## src/rtl/doze_pkg.sv

```systemverilog
package doze_pkg;
  localparam int REG_W   = 16;
  localparam int RATIO_W = 3;
  localparam int SPARE_W = REG_W - RATIO_W - 2;
  localparam int CNT_W   = (1 << RATIO_W) - 1;

  // Field order fixes the bit positions: wake bit 15, ratio 14:12, enable 11.
  typedef struct packed {
    logic               wake;
    logic [RATIO_W-1:0] ratio;
    logic               dozing;
    logic [SPARE_W-1:0] spare;
  } doze_ctrl_t;
endpackage

```

## src/rtl/doze_ctrl_reg.sv

```systemverilog
module doze_ctrl_reg
  import doze_pkg::*;
(
  input  logic       clk,
  input  logic       rst,
  input  logic       wr_en_i,
  input  doze_ctrl_t wr_word_i,
  input  logic       irq_i,
  output doze_ctrl_t ctrl_q_o,
  output doze_ctrl_t ctrl_d_o,
  output logic       restart_o
);
  doze_ctrl_t ctrl_q, ctrl_d;
  logic       hw_clear;

  assign hw_clear = irq_i && ctrl_q.wake && ctrl_q.dozing;

  always_comb begin
    ctrl_d = ctrl_q;
    if (wr_en_i) begin
      ctrl_d = wr_word_i;
    end else if (hw_clear) begin
      ctrl_d.dozing = 1'b0;
    end
  end

  assign restart_o = (ctrl_d.dozing != ctrl_q.dozing) || (ctrl_d.ratio != ctrl_q.ratio);

  always_ff @(posedge clk) begin
    if (rst) ctrl_q <= '0;
    else     ctrl_q <= ctrl_d;
  end

  assign ctrl_q_o = ctrl_q;
  assign ctrl_d_o = ctrl_d;

  assert_irq_clears_R7: assert property (@(posedge clk) disable iff (rst)
    (irq_i && ctrl_q.wake && ctrl_q.dozing && !wr_en_i) |=> !ctrl_q.dozing);

  assert_irq_ignored_R8: assert property (@(posedge clk) disable iff (rst)
    (irq_i && !ctrl_q.wake && !wr_en_i) |=> $stable(ctrl_q));

  assert_write_wins_R9: assert property (@(posedge clk) disable iff (rst)
    wr_en_i |=> (ctrl_q == $past(wr_word_i)));
endmodule

```

## src/rtl/doze_rate_counter.sv

```systemverilog
module doze_rate_counter
  import doze_pkg::*;
(
  input  logic               clk,
  input  logic               rst,
  input  logic               restart_i,
  input  logic [RATIO_W-1:0] ratio_q_i,
  input  logic               dozing_d_i,
  output logic               cpu_en_o
);
  logic [CNT_W-1:0] cnt_q, cnt_d, limit;
  logic             cpu_en_q;

  assign limit = ~({CNT_W{1'b1}} << ratio_q_i);

  always_comb begin
    if (restart_i)           cnt_d = '0;
    else if (cnt_q == limit) cnt_d = '0;
    else                     cnt_d = cnt_q + 1'b1;
  end

  always_ff @(posedge clk) begin
    if (rst) begin
      cnt_q    <= '0;
      cpu_en_q <= 1'b1;
    end else begin
      cnt_q    <= cnt_d;
      cpu_en_q <= !dozing_d_i || (cnt_d == '0);
    end
  end

  assign cpu_en_o = cpu_en_q;

  assert_cnt_in_range_R3: assert property (@(posedge clk) disable iff (rst)
    cnt_q <= limit);

  assert_restart_phase_R6: assert property (@(posedge clk) disable iff (rst)
    restart_i |=> (cnt_q == '0));
endmodule

```

## src/rtl/cpu_doze_divider.sv

```systemverilog
module cpu_doze_divider
  import doze_pkg::*;
(
  input  logic             clk,
  input  logic             rst,
  input  logic             wr_en_i,
  input  logic [REG_W-1:0] wr_data_i,
  input  logic             irq_i,
  output logic [REG_W-1:0] rd_data_o,
  output logic             cpu_en_o,
  output logic             periph_en_o
);
  doze_ctrl_t ctrl_q, ctrl_d;
  logic       restart;
  logic       periph_en_q;

  doze_ctrl_reg u_reg (
    .clk       (clk),
    .rst       (rst),
    .wr_en_i   (wr_en_i),
    .wr_word_i (doze_ctrl_t'(wr_data_i)),
    .irq_i     (irq_i),
    .ctrl_q_o  (ctrl_q),
    .ctrl_d_o  (ctrl_d),
    .restart_o (restart)
  );

  doze_rate_counter u_cnt (
    .clk        (clk),
    .rst        (rst),
    .restart_i  (restart),
    .ratio_q_i  (ctrl_q.ratio),
    .dozing_d_i (ctrl_d.dozing),
    .cpu_en_o   (cpu_en_o)
  );

  always_ff @(posedge clk) begin
    if (rst) periph_en_q <= 1'b1;
    else     periph_en_q <= 1'b1;
  end

  assign periph_en_o = periph_en_q;
  assign rd_data_o   = ctrl_q;

  assert_full_speed_off_R4: assert property (@(posedge clk) disable iff (rst)
    !ctrl_q.dozing |-> cpu_en_o);

  assert_periph_full_rate_R5: assert property (@(posedge clk) disable iff (rst)
    periph_en_o);

  assert_first_pulse_R3: assert property (@(posedge clk) disable iff (rst)
    (restart && ctrl_d.dozing) |=> cpu_en_o);
endmodule

```

## config.mk

```make
export PLATFORM = sky130hd
export DESIGN_NAME = cpu_doze_divider
export DESIGN_NICKNAME = d
export VERILOG_FILES = /design/src/rtl/doze_pkg.sv /design/src/rtl/doze_ctrl_reg.sv /design/src/rtl/doze_rate_counter.sv /design/src/rtl/cpu_doze_divider.sv
export SDC_FILE = /design/constraint.sdc
export NUM_CORES = 1
export LEC_CHECK = 0
export ABC_AREA = 0
export BUFFER_PORTS_ARGS = -buffer_cell sky130_fd_sc_hd__buf_2
export CORE_UTILIZATION = 50
export DETAILED_ROUTE_END_ITERATION = 12
export PLACE_DENSITY = 0.78
export SLEW_MARGIN = 30
export SYNTH_ARGS = -nofsm -noshare
export SYNTH_HDL_FRONTEND = slang
export SYNTH_HIERARCHICAL = 1
export SYNTH_SLANG_ARGS = --single-unit
```

## constraint.sdc

```tcl
create_clock -name clk -period 4.67 [get_ports clk]
set_input_delay 0.2335 -clock clk [delete_from_list [all_inputs] [get_ports clk]]
set_output_delay 0.2335 -clock clk [all_outputs]
set_load 0.05 [all_outputs]
```

==> results by group <==
Routing
  – Post-DRT Antenna Nets: 0
  – DR pass1 iterations: 4
  – Vias: 1040
  – Post-Route WL: roughly 2400 um
  – DR DRC count: 0
  – Drt initial violations: 15
  – WL/cell: roughly 13 um
  – Drt via density: approximately 5.4

Critical path
  – CP Data Arrival Time: 2.20 ns
  – R2r endpoint: u_cnt/cpu_en_o
  – CP required: slightly below 5 ns
  – Critical path capture point type: register
  – Critical path's slowest cell: dfxtp_1
  – Reg2Reg Depth: 5
  – Crit Path Category: register to register
  – FF-to-FF Start: u_reg/ctrl_q_o[14]
  – CP max FO: 14
  – Slowest stage delay, CP: 0.61 ns
  – Cells along the critical path: mux2_2, a211oi_2, a31oi_1, a311o_2, nand3b_4
  – Reg-to-reg setup timing slack: around 2.7 ns
  – Type of origin of the critical path: register

Cells and area
  – Filler cell count: roughly 210
  – Layout area overhead: 15.2%
  – Fin util: 0.606
  – Commonest non-fill, non-tap cell in the layout: buf_2
  – Most frequent cells in the layout: 36 x buf_2, 24 x dfxtp_1, 16 x nor2b_1
  – ANT cells: 0
  – Post-Layout Inst Area: between 0.001 and 0.0015 mm2
  – Share of layout cells above drive strength 1: 0.370
  – Nets: about 180

Pwr
  – PD cells: 317 mW/mm2
  – Power share of the clock group: 0.312
  – VDD IR-drop max: 0.211 mV
  – Sequential power share: 0.480
  – Comb pwr share: 0.208
  – Net switching power: about 0.00013 W
  – Pint: 0.000342 W
  – P_leak: about 0.67 nW
  – Sw Ratio: 0.273
  – Design Power: roughly 0.00047 W

GRT
  – Pin count of the biggest net entering global routing: 18
  – Grt total ovfl: 0
  – First-pass GRT wire length: 3980 um
  – Vias in the first global route: 943
  – Initial antenna violation count: 0
  – GRT Total Usage: 0.196

Job
  – Max-cap violations: 0

Hold path
  – Hold Path Class: primary input to register
  – Worst Hold End: u_reg/ctrl_q_o[11]
  – Hold Path Origin: wr_data_i[11]
  – Worst Hold Depth: 3

Outcome
  – Status: finished, final reports clean

Synthesis
  – Main combinational cell family by area after synthesis: simple AND/OR/NAND/NOR gates
  – Ys flop type: dfxtp_1
  – Post-Syn Instances: approximately 130
  – Synthesis-stage register bit count: 24
  – Async S/R FF share, synth: 0
  – Avg Inst Size Synth: just under 10 um2
  – Synthesized area: roughly 0.0013 mm2
  – Syn nets: 153
  – Top-area cell type share of the netlist area: 0.372
  – Yosys top cell by area: dfxtp_1
  – Post-synthesis simple-gate area fraction: 0.236
  – Mux cell area share after synthesis: 0.171
  – Synth warn: 6
  – Synth area leaders: dfxtp_1 37%, mux2_4 9.3%, nor2b_1 7.8%
  – Synth Area in XOR/XNOR: 0.0610
  – Post-synth cell types: 40
  – Compound-Gate Fraction of Synth Area: 0.0843
  – Adder-cell share of the synthesized area: 0.00969
  – Post-synthesis sequential area ratio: 0.372
  – Post-synth EDFFs: 0

CTS
  – CTS Sinks: 24
  – H-tree depth: 1
  – Clock buffer depth: 2
  – Clock Pin Slew Worst Setup and Hold Paths: roughly 0.13 ns
  – Clock Tree Root: clkbuf_4
  – Total CTS buffers: 3
  – Hold-fix buffers at CTS: 0
  – Worst skew pair latency: around 0.31 ns
  – CTS resizes: 0
  – Post-CTS Setup Bufs: 0
  – CTS tree: built

Place
  – RD Place Congestion: 0.805
  – Pre-CTS WS: roughly 2.7 ns
  – Dpl cell area: about 0.0014 mm2
  – Dpl hpwl: around 1800 um
  – PortBufs: 36

STA
  – Setup TNS: 0 ns
  – Final Cycle Share: 0.428
  – Final Hold Fails: 0
  – Fmax: 501 MHz
  – Final setup viols: 0
  – Fin worst setup slack: about 2.7 ns
  – RSZ-0062 raised after global routing: false
  – Fin Clk Skew: approximately 0.003 ns
  – Slew Limit Fails: 0
  – Post-layout min period: between 1.5 and 2 ns

Floorplan
  – Core ar.: 0.00245 mm2
  – Initial Utilization: 0.526
  – Total die area: approximately 0.0028 mm2
  – Rows: 18
  – Chip Height: approximately 53 um
  – IO Pins: 38
  – Die X: 52.8 um
[sequential cells by signal (all words and copies together) (netlist names)]
| register | cells |
|---|---|
| u_cnt/cnt_q | 7 |
| u_reg/ctrl_q_o | 16 |
| u_cnt/cpu_en_o | 1 |
[worst max-delay path by stage]
stage                           to  depth (start not counted)                from
finish              u_cnt/cpu_en_o                          5  u_reg/ctrl_q_o[14]
global route        u_cnt/cpu_en_o                          5  u_reg/ctrl_q_o[14]
CTS                 u_cnt/cpu_en_o                          5  u_reg/ctrl_q_o[14]
detailed placement  u_cnt/cpu_en_o                          5  u_reg/ctrl_q_o[14]
global placement    u_cnt/cpu_en_o                          5  u_reg/ctrl_q_o[14]
floorplan           u_cnt/cpu_en_o                          5  u_reg/ctrl_q_o[14]
[worst max-delay path, delay by kind of cell, from the launching register on]
kind / cells / cell delay (ns)
mux: 1 / 0.40
simple gates: 1 / 0.17
flops: 1 / 0.61
compound gates: 3 / 0.71
[kinds of logic after synthesis]
logic type,after synthesis
other,1
buffers and inverters,12
AO/OA/AOI/OAI,14
XOR/XNOR,9
multiplexers,17
adder cells (fa/ha/maj),1
flip-flops,24
AND/OR/NAND/NOR,54
[power by group through the flow]
| stage | Sequential [W] | Combinational [W] | Clock, W |
|---|---|---|---|
| detailed placement | 0.000231 | 0.0000981 | 0 |
| global route | 0.000228 | 0.000105 | 0.000158 |
| floorplan | 0.000255 | 0.0000518 | 0 |
| global placement | 0.000229 | 0.0000954 | 0 |
| CTS | 0.000226 | 0.0000986 | 0.000152 |
| finish | 0.000226 | 0.0000978 | 0.000147 |
[routing by layer]
metal	routed length, um	vias up	global-route usage
li1	-	512	-
met1	1050	495	0.211
met2	1240	31	0.369
met3	132	2	0.0435
met4	10	0	0.0658
met5	0	-	0
[synthesized netlist by cell type, types with 2 or more instances]
| master | count |
|---|---|
| nand3_1 | 4 |
| nand4_1 | 2 |
| o21ai_0 | 4 |
| xnor2_1 | 6 |
| nor2_1 | 12 |
| nand2b_1 | 2 |
| mux2_2 | 8 |
| buf_6 | 4 |
| nor3_1 | 3 |
| xor2_1 | 3 |
| and3_1 | 2 |
| dfxtp_1 | 24 |
| clkbuf_1 | 3 |
| inv_1 | 2 |
| nor2b_1 | 16 |
| mux2_4 | 8 |
| nand2_1 | 6 |
[area by class of cell]
class	count	area (um2)	share of cell area
repair buffers	36	180	0.121
flip-flops and latches	24	480	0.323
well taps	30	37.5	0.0252
multi-input cells	96	729	0.490
clock buffers	3	22.5	0.0151
clock inverters	1	30.0	0.0202
inverters	2	7.51	0.00505
[per-stage QoR]
stage / hold slack [ns] / cells
after detailed placement: 0.568 / 188
final: 0.240 / 192
after floorplan: 0.305 / 132
after CTS: 0.228 / 192
after global routing: 0.229 / 192
after global placement: 0.550 / 188
Note: power is estimated with default switching activity, not from simulation.
